$ cat src/rtl/mesi_pkg.sv
package mesi_pkg;
  typedef enum logic [1:0] {ST_I = 2'd0, ST_S = 2'd1, ST_E = 2'd2, ST_M = 2'd3} line_st_t;
  typedef enum logic [1:0] {OP_RD = 2'd0, OP_WR = 2'd1, OP_EV = 2'd2, OP_NOP = 2'd3} pr_op_t;
  typedef enum logic {BUS_RD = 1'b0, BUS_RDX = 1'b1} bus_cmd_t;
endpackage

$ cat src/rtl/mesi_supplier_pick.sv
module mesi_supplier_pick #(
  parameter int NCACHE = 3
) (
  input  logic [NCACHE-1:0] cand,
  input  logic              block,
  output logic [NCACHE-1:0] pick
);
  logic [NCACHE:0] taken;

  assign taken[0] = 1'b0;

  for (genvar i = 0; i < NCACHE; i++) begin : g_pri
    assign pick[i]    = cand[i] & ~taken[i] & ~block;
    assign taken[i+1] = taken[i] | cand[i];
  end
endmodule

$ cat src/rtl/mesi_line_ctrl.sv
module mesi_line_ctrl
  import mesi_pkg::*;
#(
  parameter bit C2C = 1'b1
) (
  input  logic       clk,
  input  logic       rst_n,
  input  logic       pr_valid,
  input  logic [1:0] pr_op,
  output logic       pr_ready,
  output logic       bus_req,
  output bus_cmd_t   req_cmd,
  input  logic       grant,
  input  logic       resp_valid,
  input  logic       resp_mine,
  input  bus_cmd_t   resp_cmd,
  input  logic       shared_in,
  input  logic       supply,
  output logic       vote,
  output logic       dirty_hit,
  output logic       clean_hit,
  output logic       flush,
  output logic       writeback,
  output line_st_t   state
);
  line_st_t st_q, st_d;
  logic     pend_q, pend_d;
  bus_cmd_t pcmd_q, pcmd_d;
  logic     snoop, holds, accept;

  assign snoop    = resp_valid & ~resp_mine;
  assign holds    = (st_q != ST_I);
  assign pr_ready = ~pend_q & ~resp_valid;
  assign accept   = pr_valid & pr_ready;

  always_comb begin
    st_d      = st_q;
    pend_d    = pend_q;
    pcmd_d    = pcmd_q;
    writeback = 1'b0;
    if (resp_valid && resp_mine) begin
      if (resp_cmd == BUS_RDX) st_d = ST_M;
      else                     st_d = shared_in ? ST_S : ST_E;
    end else if (snoop) begin
      if (resp_cmd == BUS_RDX)                 st_d = ST_I;
      else if (st_q == ST_M || st_q == ST_E)   st_d = ST_S;
    end else if (accept) begin
      case (pr_op_t'(pr_op))
        OP_RD: if (!holds) begin
          pend_d = 1'b1;
          pcmd_d = BUS_RD;
        end
        OP_WR: if (st_q == ST_E || st_q == ST_M) begin
          st_d = ST_M;
        end else begin
          pend_d = 1'b1;
          pcmd_d = BUS_RDX;
        end
        OP_EV: begin
          st_d      = ST_I;
          writeback = (st_q == ST_M);
        end
        default: ;
      endcase
    end
    if (grant) pend_d = 1'b0;
  end

  always_ff @(posedge clk or negedge rst_n) begin
    if (!rst_n) begin
      st_q   <= ST_I;
      pend_q <= 1'b0;
      pcmd_q <= BUS_RD;
    end else begin
      st_q   <= st_d;
      pend_q <= pend_d;
      pcmd_q <= pcmd_d;
    end
  end

  assign vote      = snoop & (resp_cmd == BUS_RD) & holds;
  assign dirty_hit = snoop & (st_q == ST_M);
  assign clean_hit = C2C & snoop & (st_q == ST_S || st_q == ST_E);
  assign flush     = dirty_hit | supply;
  assign bus_req   = pend_q;
  assign req_cmd   = pcmd_q;
  assign state     = st_q;
endmodule

$ cat src/rtl/mesi_snoop_cluster.sv
module mesi_snoop_cluster
  import mesi_pkg::*;
#(
  parameter int NCACHE = 3,
  parameter bit C2C    = 1'b1,
  localparam int IDW   = (NCACHE > 1) ? $clog2(NCACHE) : 1
) (
  input  logic                  clk,
  input  logic                  rst_n,
  input  logic [NCACHE-1:0]     pr_valid,
  input  logic [2*NCACHE-1:0]   pr_op,
  output logic [NCACHE-1:0]     pr_ready,
  output logic [NCACHE-1:0]     bus_req,
  input  logic                  grant_valid,
  input  logic [IDW-1:0]        grant_id,
  output logic                  shared_line,
  output logic [NCACHE-1:0]     flush,
  output logic [NCACHE-1:0]     writeback,
  output logic [2*NCACHE-1:0]   line_state
);
  bus_cmd_t            req_cmd [NCACHE];
  line_st_t            st_arr  [NCACHE];
  logic [NCACHE-1:0]   grant_vec, vote, dirty_hit, clean_hit, supply, resp_mine;
  logic                grant_fire;
  bus_cmd_t            grant_cmd;
  logic                resp_valid;
  logic [IDW-1:0]      resp_id;
  bus_cmd_t            resp_cmd;

  always_comb begin
    grant_fire = 1'b0;
    grant_cmd  = BUS_RD;
    for (int i = 0; i < NCACHE; i++) begin
      grant_vec[i] = grant_valid && (grant_id == IDW'(i)) && bus_req[i];
      if (grant_vec[i]) begin
        grant_fire = 1'b1;
        grant_cmd  = req_cmd[i];
      end
    end
  end

  always_ff @(posedge clk or negedge rst_n) begin
    if (!rst_n) begin
      resp_valid <= 1'b0;
      resp_id    <= '0;
      resp_cmd   <= BUS_RD;
    end else begin
      resp_valid <= grant_fire;
      if (grant_fire) begin
        resp_id  <= grant_id;
        resp_cmd <= grant_cmd;
      end
    end
  end

  assign shared_line = |vote;

  mesi_supplier_pick #(.NCACHE(NCACHE)) u_pick (
    .cand  (clean_hit),
    .block (|dirty_hit),
    .pick  (supply)
  );

  for (genvar i = 0; i < NCACHE; i++) begin : g_line
    assign resp_mine[i] = (resp_id == IDW'(i));
    assign line_state[2*i +: 2] = st_arr[i];

    mesi_line_ctrl #(.C2C(C2C)) u_ctrl (
      .clk        (clk),
      .rst_n      (rst_n),
      .pr_valid   (pr_valid[i]),
      .pr_op      (pr_op[2*i +: 2]),
      .pr_ready   (pr_ready[i]),
      .bus_req    (bus_req[i]),
      .req_cmd    (req_cmd[i]),
      .grant      (grant_vec[i]),
      .resp_valid (resp_valid),
      .resp_mine  (resp_mine[i]),
      .resp_cmd   (resp_cmd),
      .shared_in  (shared_line),
      .supply     (supply[i]),
      .vote       (vote[i]),
      .dirty_hit  (dirty_hit[i]),
      .clean_hit  (clean_hit[i]),
      .flush      (flush[i]),
      .writeback  (writeback[i]),
      .state      (st_arr[i])
    );
  end
endmodule

$ cat config.mk
export PLATFORM = sky130hd
export DESIGN_NAME = mesi_snoop_cluster
export DESIGN_NICKNAME = d
export VERILOG_FILES = /design/src/rtl/mesi_pkg.sv /design/src/rtl/mesi_supplier_pick.sv /design/src/rtl/mesi_line_ctrl.sv /design/src/rtl/mesi_snoop_cluster.sv
export SDC_FILE = /design/constraint.sdc
export NUM_CORES = 1
export LEC_CHECK = 0
export ABC_AREA = 1
export BUFFER_PORTS_ARGS = -buffer_cell sky130_fd_sc_hd__buf_2
export CAP_MARGIN = 25
export CORE_MARGIN = 5
export CORE_UTILIZATION = 40
export DETAILED_ROUTE_END_ITERATION = 10
export PLACE_DENSITY_LB_ADDON = 0.2
export RECOVER_POWER = 100
export REMOVE_ABC_BUFFERS = 1
export SLEW_MARGIN = 10
export SYNTH_ARGS = -nofsm -noshare
export SYNTH_HDL_FRONTEND = slang
export SYNTH_SLANG_ARGS = --single-unit
export TNS_END_PERCENT = 100
$ cat constraint.sdc
create_clock -name clk -period 2.4 [get_ports clk]
set_input_delay 0.48 -clock clk [delete_from_list [all_inputs] [get_ports clk]]
set_output_delay 0.48 -clock clk [all_outputs]
set_load 0.02 [all_outputs]
# Yosys cells after proc, flatten, opt, wreduce, memory -nomap -nowiden
# Index checks and enable logic that the tools add are counted.
[totals]
ff_bits = 16
in_bits = 14
out_inout_bits = 19
elab_cells = 219
[op_classes]
n_eq_ne = 43
mux = 68
bitwise_logic = 47
reduce_logical = 49
[op_table]
columns = ["operator", "n"]
rows = [
  ["2-bit 2-to-1 mux", 20],
  ["1-bit 2-to-1 mux", 39],
  ["6-bit AND reduction", 6],
  ["1-bit bitwise AND", 26],
  ["2-bit equality test, second input constant", 11],
  ["3-bit by 2-bit != test with 1-bit output, second input constant", 6],
  ["2-bit nonzero test", 9],
  ["3-bit nonzero test", 6],
  ["1-bit inverter", 17],
  ["2-bit by 1-bit equality test with 1-bit output, second input constant", 8],
  ["2-bit by 1-bit != test with 1-bit output, second input constant", 6],
  ["2-bit != test, second input constant", 6],
  ["4-bit by 1-bit != test with 1-bit output, second input constant", 3],
  ["4-bit != test, second input constant", 3],
  ["1-bit case mux with 2 select lines", 6],
  ["2-bit case mux with 2 select lines", 3],
  ["4-bit AND reduction", 3],
  ["4-bit nonzero test", 3],
  ["2-bit zero test", 5],
  ["1-bit logical AND", 9],
  ["1-bit logical OR", 6],
  ["3-bit OR reduction", 2],
  ["1-bit OR", 4],
]

# Longest topological paths before layout
# Gate-level depths: netlist of run 1.
[depth]
word_depth = 9
ltp_mapped = 9
ltp_nobuf = 9

# Hierarchy
# A second synthesis of run 1 with hierarchy kept.
[hier_totals]
hier_cells = 247
area_unflattened_um2 = 1546.5
[by_module_without_submodules]
columns = ["mod", "n_inst", "cells_each", "area_each_um2", "seq_area_each_um2"]
rows = [
  ["mesi_line_ctrl", 3, 67, 424.2, 100.1],
  ["mesi_snoop_cluster", 1, 38, 244.0, 100.1],
  ["mesi_supplier_pick", 1, 8, 30.0, 0.0],
]

# Worst setup path before layout of run 1
# No wires, ideal clock.
[synth_timing]
path_kind = "reg-to-output"
start = "reg g_line[0].u_ctrl.st_q[0]"
end = "out flush[1]"
arrival_ns = 1.288
required_time_ns = 1.920
setup_slack_ns = 0.632
path_stages_with_launch = 7
path_buffers = 1
cell_sequence = "dfrtp_1 inv_1 ha_1 nand2_1 nand3_1 o21ai_0 buf_4"
[synth_via]
elab_chain_len = 7
elab_cells_between_ends = 12
classes_between = "3 x eq/ne; 7 x bitwise; 2 x reduce/logical"
[synth_lines]
columns = ["item", "line", "rtl"]
rows = [
  ["from (decl)", "mesi_line_ctrl.sv:26", "line_st_t st_q, st_d;"],
  ["from (signal assigned)", "mesi_line_ctrl.sv:75", "st_q <= st_d;"],
  ["2-bit by 1-bit equality test with 1-bit output / 2-bit equality test (equally long branches)", "mesi_line_ctrl.sv:83", "assign clean_hit = C2C & snoop & (st_q == ST_S || st_q == ST_E);"],
  ["1-bit logical OR", "mesi_line_ctrl.sv:83", ""],
  ["1-bit bitwise AND", "mesi_line_ctrl.sv:83", ""],
  ["1-bit inverter", "mesi_supplier_pick.sv:13", "assign pick[i] = cand[i] & ~taken[i] & ~block;"],
  ["1-bit bitwise AND", "mesi_supplier_pick.sv:13", ""],
  ["1-bit bitwise AND *", "mesi_supplier_pick.sv:13", ""],
  ["1-bit OR *", "mesi_line_ctrl.sv:84", "assign flush = dirty_hit | supply;"],
  ["to (decl)", "mesi_snoop_cluster.sv:17", "output logic [NCACHE-1:0] flush,"],
]
# Mark *: on every way between the ends. The rest lies on a longest branch, timed or not.

# Final worst setup path of run 1
[layout_timing]
start = "reg resp_valid"
end = "out writeback[1]"
[layout_via]
elab_chain_len = 6
elab_cells_between_ends = 8
classes_between = "3 x mux; 4 x bitwise; 1 x reduce/logical"
[layout_lines]
columns = ["item", "line", "rtl"]
rows = [
  ["from (decl)", "mesi_snoop_cluster.sv:26", "logic resp_valid;"],
  ["from (signal assigned)", "mesi_snoop_cluster.sv:48", "resp_valid <= grant_fire;"],
  ["1-bit inverter", "mesi_line_ctrl.sv:33", "assign pr_ready = ~pend_q & ~resp_valid;"],
  ["1-bit bitwise AND", "mesi_line_ctrl.sv:33", ""],
  ["1-bit bitwise AND", "mesi_line_ctrl.sv:34", "assign accept = pr_valid & pr_ready;"],
  ["1-bit 2-to-1 mux", "mesi_line_ctrl.sv:47", "end else if (accept) begin"],
  ["1-bit 2-to-1 mux", "mesi_line_ctrl.sv:44", "end else if (snoop) begin"],
  ["1-bit 2-to-1 mux *", "mesi_line_ctrl.sv:41", "if (resp_valid && resp_mine) begin"],
  ["to (decl)", "mesi_snoop_cluster.sv:18", "output logic [NCACHE-1:0] writeback,"],
]
# Marked as above.

==> results.yml, run 1 <==
clocking:
  clk_pin_slew_ps: 60
  numClockSinks: 16
  clk_latency_ps: 250
  cts_hold_buf: 0
  htree_levels: 1
  cts_setup_buffers: 0
  clockBufferDepth: 2
  ctsResizeCount: 0
  cts_tree: "yes"
  cts_root_buffer: "clkbuf_8"
  cts_buffers: 3
run_status:
  status: "complete, no violations"
logic_synthesis:
  async_reset_ff_share_pct: 100
  synth_edf_count: 0
  synth_area_mm2: 0.00148
  ys_ff_latch: 16
  avgSynthCellArea_um2: 7.23
  post-synth-top-area-cell: "dfrtp_1"
  synth_area_leaders: "dfrtp_1 (27%), ha_1 (15%), inv_1 (9.2%), nand2_1 (7.6%), buf_4 (6.1%)"
  seq_area_frac_synth_pct: 27.1
  synth_most_common_cell: "inv_1"
  yosys.cell_types.count: 26
  ys.flop_type: "dfrtp_1"
  synth_cells: 204
  ys_top_cells_by_count: "inv_1 (36), nand2_1 (30), nor2_1 (24)"
  synth_top_cell_area_share_pct: 27.1
  yosys_warnings: 0
timing:
  clock.fmax_ghz: 0.462
  fin_crit_ps: 2170
  fin_ws_ps: 233
  max_slew_margin_pct: 40.4
  finalSetupTns_ps: 0
  setup_violations: 0
  tightest_slew_ps: 894
  final-max-slew-violation-count: 0
  finClkSkew_ps: 5.12
  hold_violations: 0
  min_period_over_period_pct: 90.3
  grt_setup_unrepaired: "false"
floorplanning:
  die_w_um: 70.7
  fp.dieH_um: 70.7
  num_rows: 22
  dieArea_mm2: 0.00500
  io_pins: 33
  initial_utilization_pct: 40.9
  core_mm2: 0.00361
route:
  avgRoutedWirePerCell_um: 12.2
  dr.pass1.iters: 4
  ant_nets: 0
  drc: 0
  vias_per_cell: 4.86
  drtIter0Drc: 94
  vias: 1331
  routed_wl_mm: 3.35
critical_path:
  crit_type: "reg -> out"
  start_kind: "flip-flop"
  r2r-start: "resp_valid$_DFF_PN0_"
  required_ps: 1920
  path_max_fanout: 12
  worst-r2r-cell-count: 4
  r2r_slack_ps: 810
  cp_data_arrival_time_ps: 1690
  r2r_end: "g_line[1].u_ctrl.req_cmd$_DFFE_PN0P_"
  crit_path_end_kind: "primary output"
grt:
  antenna_found_initial: 0
  grt_overflow: 0
  grt_max_degree: 17
  grt.total_usage_pct: 13.6
  grt_pass1_wl_mm: 5.63
  grt_pass1_vias: 1271
layout:
  synthToLayoutAreaGrowth_pct: 8.82
  fin_nets: 260
  finalNonFillerCells: 274
  antenna_cells: 0
  layout-drive-gt1-share_pct: 11.5
placed_design:
  routabilityCongestion: 0.808
  hpwlAfterDp_mm: 2.71
  port_buffers: 32
  dp.cells: 271
  post-place-ws_ps: 577
power:
  leakage_nw: 0.867
  p_total_mw: 1.74
  pwr_density_cell_mw_per_mm2: 1090
  peakVddDrop_uv: 490
worst_hold_path:
  hp-class: "in -> async"
job:
  max_cap_violations: 0
logic make-up (layout without fill, tap and decap cells):
family          Yosys count  count (layout)  synth area share (%)
fa+ha+maj                18              18                  15.3
flops                    16              16                  27.1
buf+inv                  52              74                  16.9
compound gates           36              36                  14.1
simple gates             82              82                  26.6
metal layers:
| metal | wire length (um) | vias up | track usage [%] |
|---|---|---|---|
| li1 | - | 702 | - |
| met1 | 1660 | 588 | 19.0 |
| met2 | 1460 | 35 | 21.0 |
| met3 | 182 | 6 | 2.41 |
| met4 | 47 | 0 | 4.80 |
| met5 | 0 | - | 0 |
stage by stage:
| stage | utilization (%) | hold slack [ps] | area (um2) |
|---|---|---|---|
| finish | 44.5 | 330 | 1610 |
| global route | 44.5 | 439 | 1610 |
| CTS | 45.4 | 154 | 1640 |
| detailed placement | 44.3 | 424 | 1600 |
| global placement | 44.3 | 422 | 1600 |
| floorplan | - | 184 | 1370 |
layout make-up:
type	count	area (um2)
Inverter	38	143
Tap cell	48	60.1
Fill cell	388	2000
Sequential cell	16	400
Clock buffer	3	41.3
Multi-Input combinational cell	136	813
Timing Repair Buffer	33	148
state kept, by name (all words and copies together), names as in the netlist:
name,flops
resp_id,2
g_line.u_ctrl.state,6
resp_valid,1
g_line.u_ctrl.bus_req,3
resp_cmd,1
g_line.u_ctrl.req_cmd,3
report_power, final:
group | switching (mW) | total (mW) | internal (mW)
Sequential | 0.133 | 0.525 | 0.392
Combinational | 0.695 | 1.02 | 0.322
Clock | 0.0894 | 0.201 | 0.111
cell usage in the layout, fill, tap and decap left out, drive strengths merged:
cell	instances
o22ai	3
o21ai	14
nand3	8
o21a	3
nor4	1
or2	1
and3	2
o2111ai	3
nor3	3
buf	17
a21oi	11
ha	18
dfrtp	16
nor2	25
nand2	31
clkbuf	19
inv	38
nand4	11
a21boi	2
worst max-delay path by stage:
stage | from | endpoint | slack, ps | cells past startpoint
final | resp_valid$_DFF_PN0_ | writeback[1] | 230 | 4
after global routing | resp_valid$_DFF_PN0_ | flush[2] | 80 | 6
after CTS | resp_valid$_DFF_PN0_ | flush[2] | 310 | 6
after detailed placement | resp_valid$_DFF_PN0_ | flush[2] | 580 | 6
after global placement | resp_valid$_DFF_PN0_ | flush[0] | 620 | 5
after floorplan | resp_valid$_DFF_PN0_ | flush[0] | 310 | 4
worst max-delay path, stage by stage, from the launching register on:
cell      delay, ps
dfrtp_1         500
buf_4           250
nor3_1          260
and3_1          190
clkbuf_1        230
(Power assumes the default switching activity.)
==> run 2, diff against run 1 <==
--- a/config.mk
+++ b/config.mk
@@ -5,9 +5,9 @@
 export SDC_FILE = /design/constraint.sdc
 export NUM_CORES = 1
 export LEC_CHECK = 0
-export ABC_AREA = 1
 export BUFFER_PORTS_ARGS = -buffer_cell sky130_fd_sc_hd__buf_2
 export CAP_MARGIN = 25
+export CORE_ASPECT_RATIO = 2
 export CORE_MARGIN = 5
 export CORE_UTILIZATION = 40
 export DETAILED_ROUTE_END_ITERATION = 10
==> run 2 against run 1 <==
  * Synthesized area grew 5.8%
  * Worst setup slack worse by 95 ps
  * Fmax fell by 4.2%
  * Critical path depth increased by 3
  * Critical endpoint is now flush[1]
  * Highest routed layer unchanged
==> results.yml, run 2 <==
timing:
  fin_ws_ps: 139
  min_period_over_period_pct: 94.2
  finClkSkew_ps: 4.56
  clock.fmax_ghz: 0.442
  setup_violations: 0
  max_slew_margin_pct: 40.3
  fin_crit_ps: 2260
  hold_violations: 0
  grt_setup_unrepaired: "true"
  tightest_slew_ps: 895
  final-max-slew-violation-count: 0
layout:
  finalNonFillerCells: 263
  nFillCells: 406
  mostFrequentLayoutCells: "buf_2 (27), inv_1 (20), dfrtp_1 (16)"
  layout_commonest_cell: "buf_2"
  antenna_cells: 0
  fin_area_mm2: 0.00177
  largest_reg_flops: 6
  synthToLayoutAreaGrowth_pct: 13.5
  layout-drive-gt1-share_pct: 24.1
  fin_nets: 245
placed_design:
  hpwlAfterDp_mm: 3.08
  post-place-ws_ps: 275
  port_buffers: 32
  dp.cells: 258
  placed_area_mm2: 0.00168
  routabilityCongestion: 0.877
critical_path:
  path_max_fanout: 4
  max_stage_delay_ps: 400
  cp_data_arrival_time_ps: 1780
  required_ps: 1920
  crit_path_end_kind: "primary output"
  cp_slowest_cell: "dfrtp_1"
  start_kind: "flip-flop"
  worstPathCellList: "inv_2 > ha_4 > o22ai_2 > a221o_1 > nand3_1 > a21oi_2 > buf_4"
  crit_type: "reg -> out"
route:
  avgRoutedWirePerCell_um: 14.5
  drtIter0Drc: 25
  vias: 1415
  vias_per_cell: 5.38
  ant_nets: 0
  routed_wl_mm: 3.82
  drc: 0
  dr.pass1.iters: 4
floorplanning:
  num_rows: 32
  die_w_um: 54.2
  fp.dieH_um: 98.3
  core_mm2: 0.00380
  dieArea_mm2: 0.00533
  initial_utilization_pct: 41.0
  io_pins: 33
grt:
  antenna_found_initial: 0
  grt_overflow: 0
  grt.total_usage_pct: 15.7
  grtUsageMet1_pct: 19.0
  grt_busiest_layer: "met2"
  use_met3_pct: 1.98
  grt_pass1_vias: 1490
  grt_pass1_wl_mm: 6.44
  grt_max_degree: 17
  use_met2_pct: 26.2
logic_synthesis:
  synth_most_common_cell: "inv_1"
  yosys.cell_types.count: 46
  post-synth-top-area-cell: "dfrtp_1"
  async_reset_ff_share_pct: 100
  synth_edf_count: 0
  ys_ff_latch: 16
  ys.flop_type: "dfrtp_1"
  seq_area_frac_synth_pct: 25.7
  synth_area_mm2: 0.00156
  synth_cells: 189
  avgSynthCellArea_um2: 8.26
  synth_top_cell_area_share_pct: 25.7
  ys_top_cells_by_count: "inv_1 (22), ha_1 (18), dfrtp_1 (16)"
  synth_area_leaders: "dfrtp_1 (26%), ha_1 (14%), buf_4 (6.7%), inv_1 (5.3%), a21oi_1 (4.2%)"
  yosys_warnings: 0
clocking:
  cts_hold_buf: 0
  cts_root_buffer: "clkbuf_8"
  htree_levels: 1
  cts_buffers: 3
  clk_pin_slew_ps: 70
  clockBufferDepth: 2
  clk_latency_ps: 250
  cts_tree: "yes"
  numClockSinks: 16
run_status:
  status: "complete, no violations"
power:
  pwr_density_cell_mw_per_mm2: 1050
  peakVddDrop_uv: 441
  leakage_nw: 0.875
job:
  max_cap_violations: 0
worst_hold_path:
  hp-class: "in -> async"
[run 2: changes by cell type after synthesis, sizes merged, moves of 4 or more]
cell    change
nand4      -11
nand2      -23
nand2b      +5
nor2       -12
a22oi       +4
nor3b       +4
inv        -16
[run 2: path summary, 6_finish.rpt]
kind / from / to / slack (ps) / depth (start not counted)
min in group clk: g_line[2].u_ctrl.req_cmd$_DFFE_PN0P_ / g_line[2].u_ctrl.req_cmd$_DFFE_PN0P_ / 500 / 1
worst min-delay path: rst_n / resp_id[0]$_DFFE_PN0P_ / 330 / 1
worst max register to register: g_line[2].u_ctrl.state[0]$_DFFE_PN0P_ / g_line[0].u_ctrl.state[1]$_DFFE_PN0P_ / 580 / 6
worst max-delay path: g_line[0].u_ctrl.state[1]$_DFFE_PN0P_ / flush[1] / 140 / 7
worst min register to register: g_line[2].u_ctrl.req_cmd$_DFFE_PN0P_ / g_line[2].u_ctrl.req_cmd$_DFFE_PN0P_ / 500 / 1
max in group asynchronous: rst_n / resp_valid$_DFF_PN0_ / 1520 / 1
[run 2: routing by layer]
layer | vias to the layer above | routed length, um
li1 | 705 | -
met1 | 668 | 1580
met2 | 34 | 2020
met3 | 8 | 123
met4 | 0 | 103
met5 | - | 0
[run 2: area by class of cell]
| cell class | count | area [um2] | area share, % |
|---|---|---|---|
| multi-input cells | 134 | 981 | 55.4 |
| inverters | 22 | 82.6 | 4.66 |
| well taps | 51 | 63.8 | 3.60 |
| clock buffers | 4 | 55.1 | 3.11 |
| flip-flops and latches | 16 | 400 | 22.6 |
| repair buffers | 36 | 188 | 10.6 |
[run 2: timing repair]
action	CTS	global route
resized for setup	1	8
setup endpoints to repair	1	3
pin swaps	0	3
setup buffers	0	1
[run 2: cell families (layout without fill, tap and decap cells)]
| family | after synthesis | count (layout) | share of synthesized area [%] |
|---|---|---|---|
| adder cells (fa/ha/maj) | 18 | 18 | 14.4 |
| AO/OA/AOI/OAI | 51 | 51 | 22.0 |
| buffers and inverters | 39 | 62 | 13.4 |
| AND/OR/NAND/NOR | 62 | 62 | 22.6 |
| multiplexers | 3 | 3 | 1.92 |
| flip-flops | 16 | 16 | 25.7 |
[run 2: worst max-delay path: cells and delay by family, from the launching register on]
family | cells | cell delay, ps
AOI/OAI and AO/OA | 3 | 510
DFF | 1 | 400
adders and majority gates | 1 | 280
buffers and inverters | 2 | 220
and+or+nand+nor | 1 | 130
[run 2: power breakdown]
part / internal [mW] / total (mW) / switching [mW]
registers: 0.374 / 0.517 / 0.143
clock network: 0.145 / 0.243 / 0.0974
logic: 0.438 / 1.10 / 0.661
[run 2: metrics by stage]
step	total power [mW]	setup TNS, ps	util, %	hold WS, ps
floorplan	1.21	0	-	184
global placement	1.57	0	44.2	424
detailed placement	1.56	0	44.2	422
CTS	1.82	0	45.7	151
global route	2.03	-8.39	46.5	427
finish	1.86	0	46.5	331
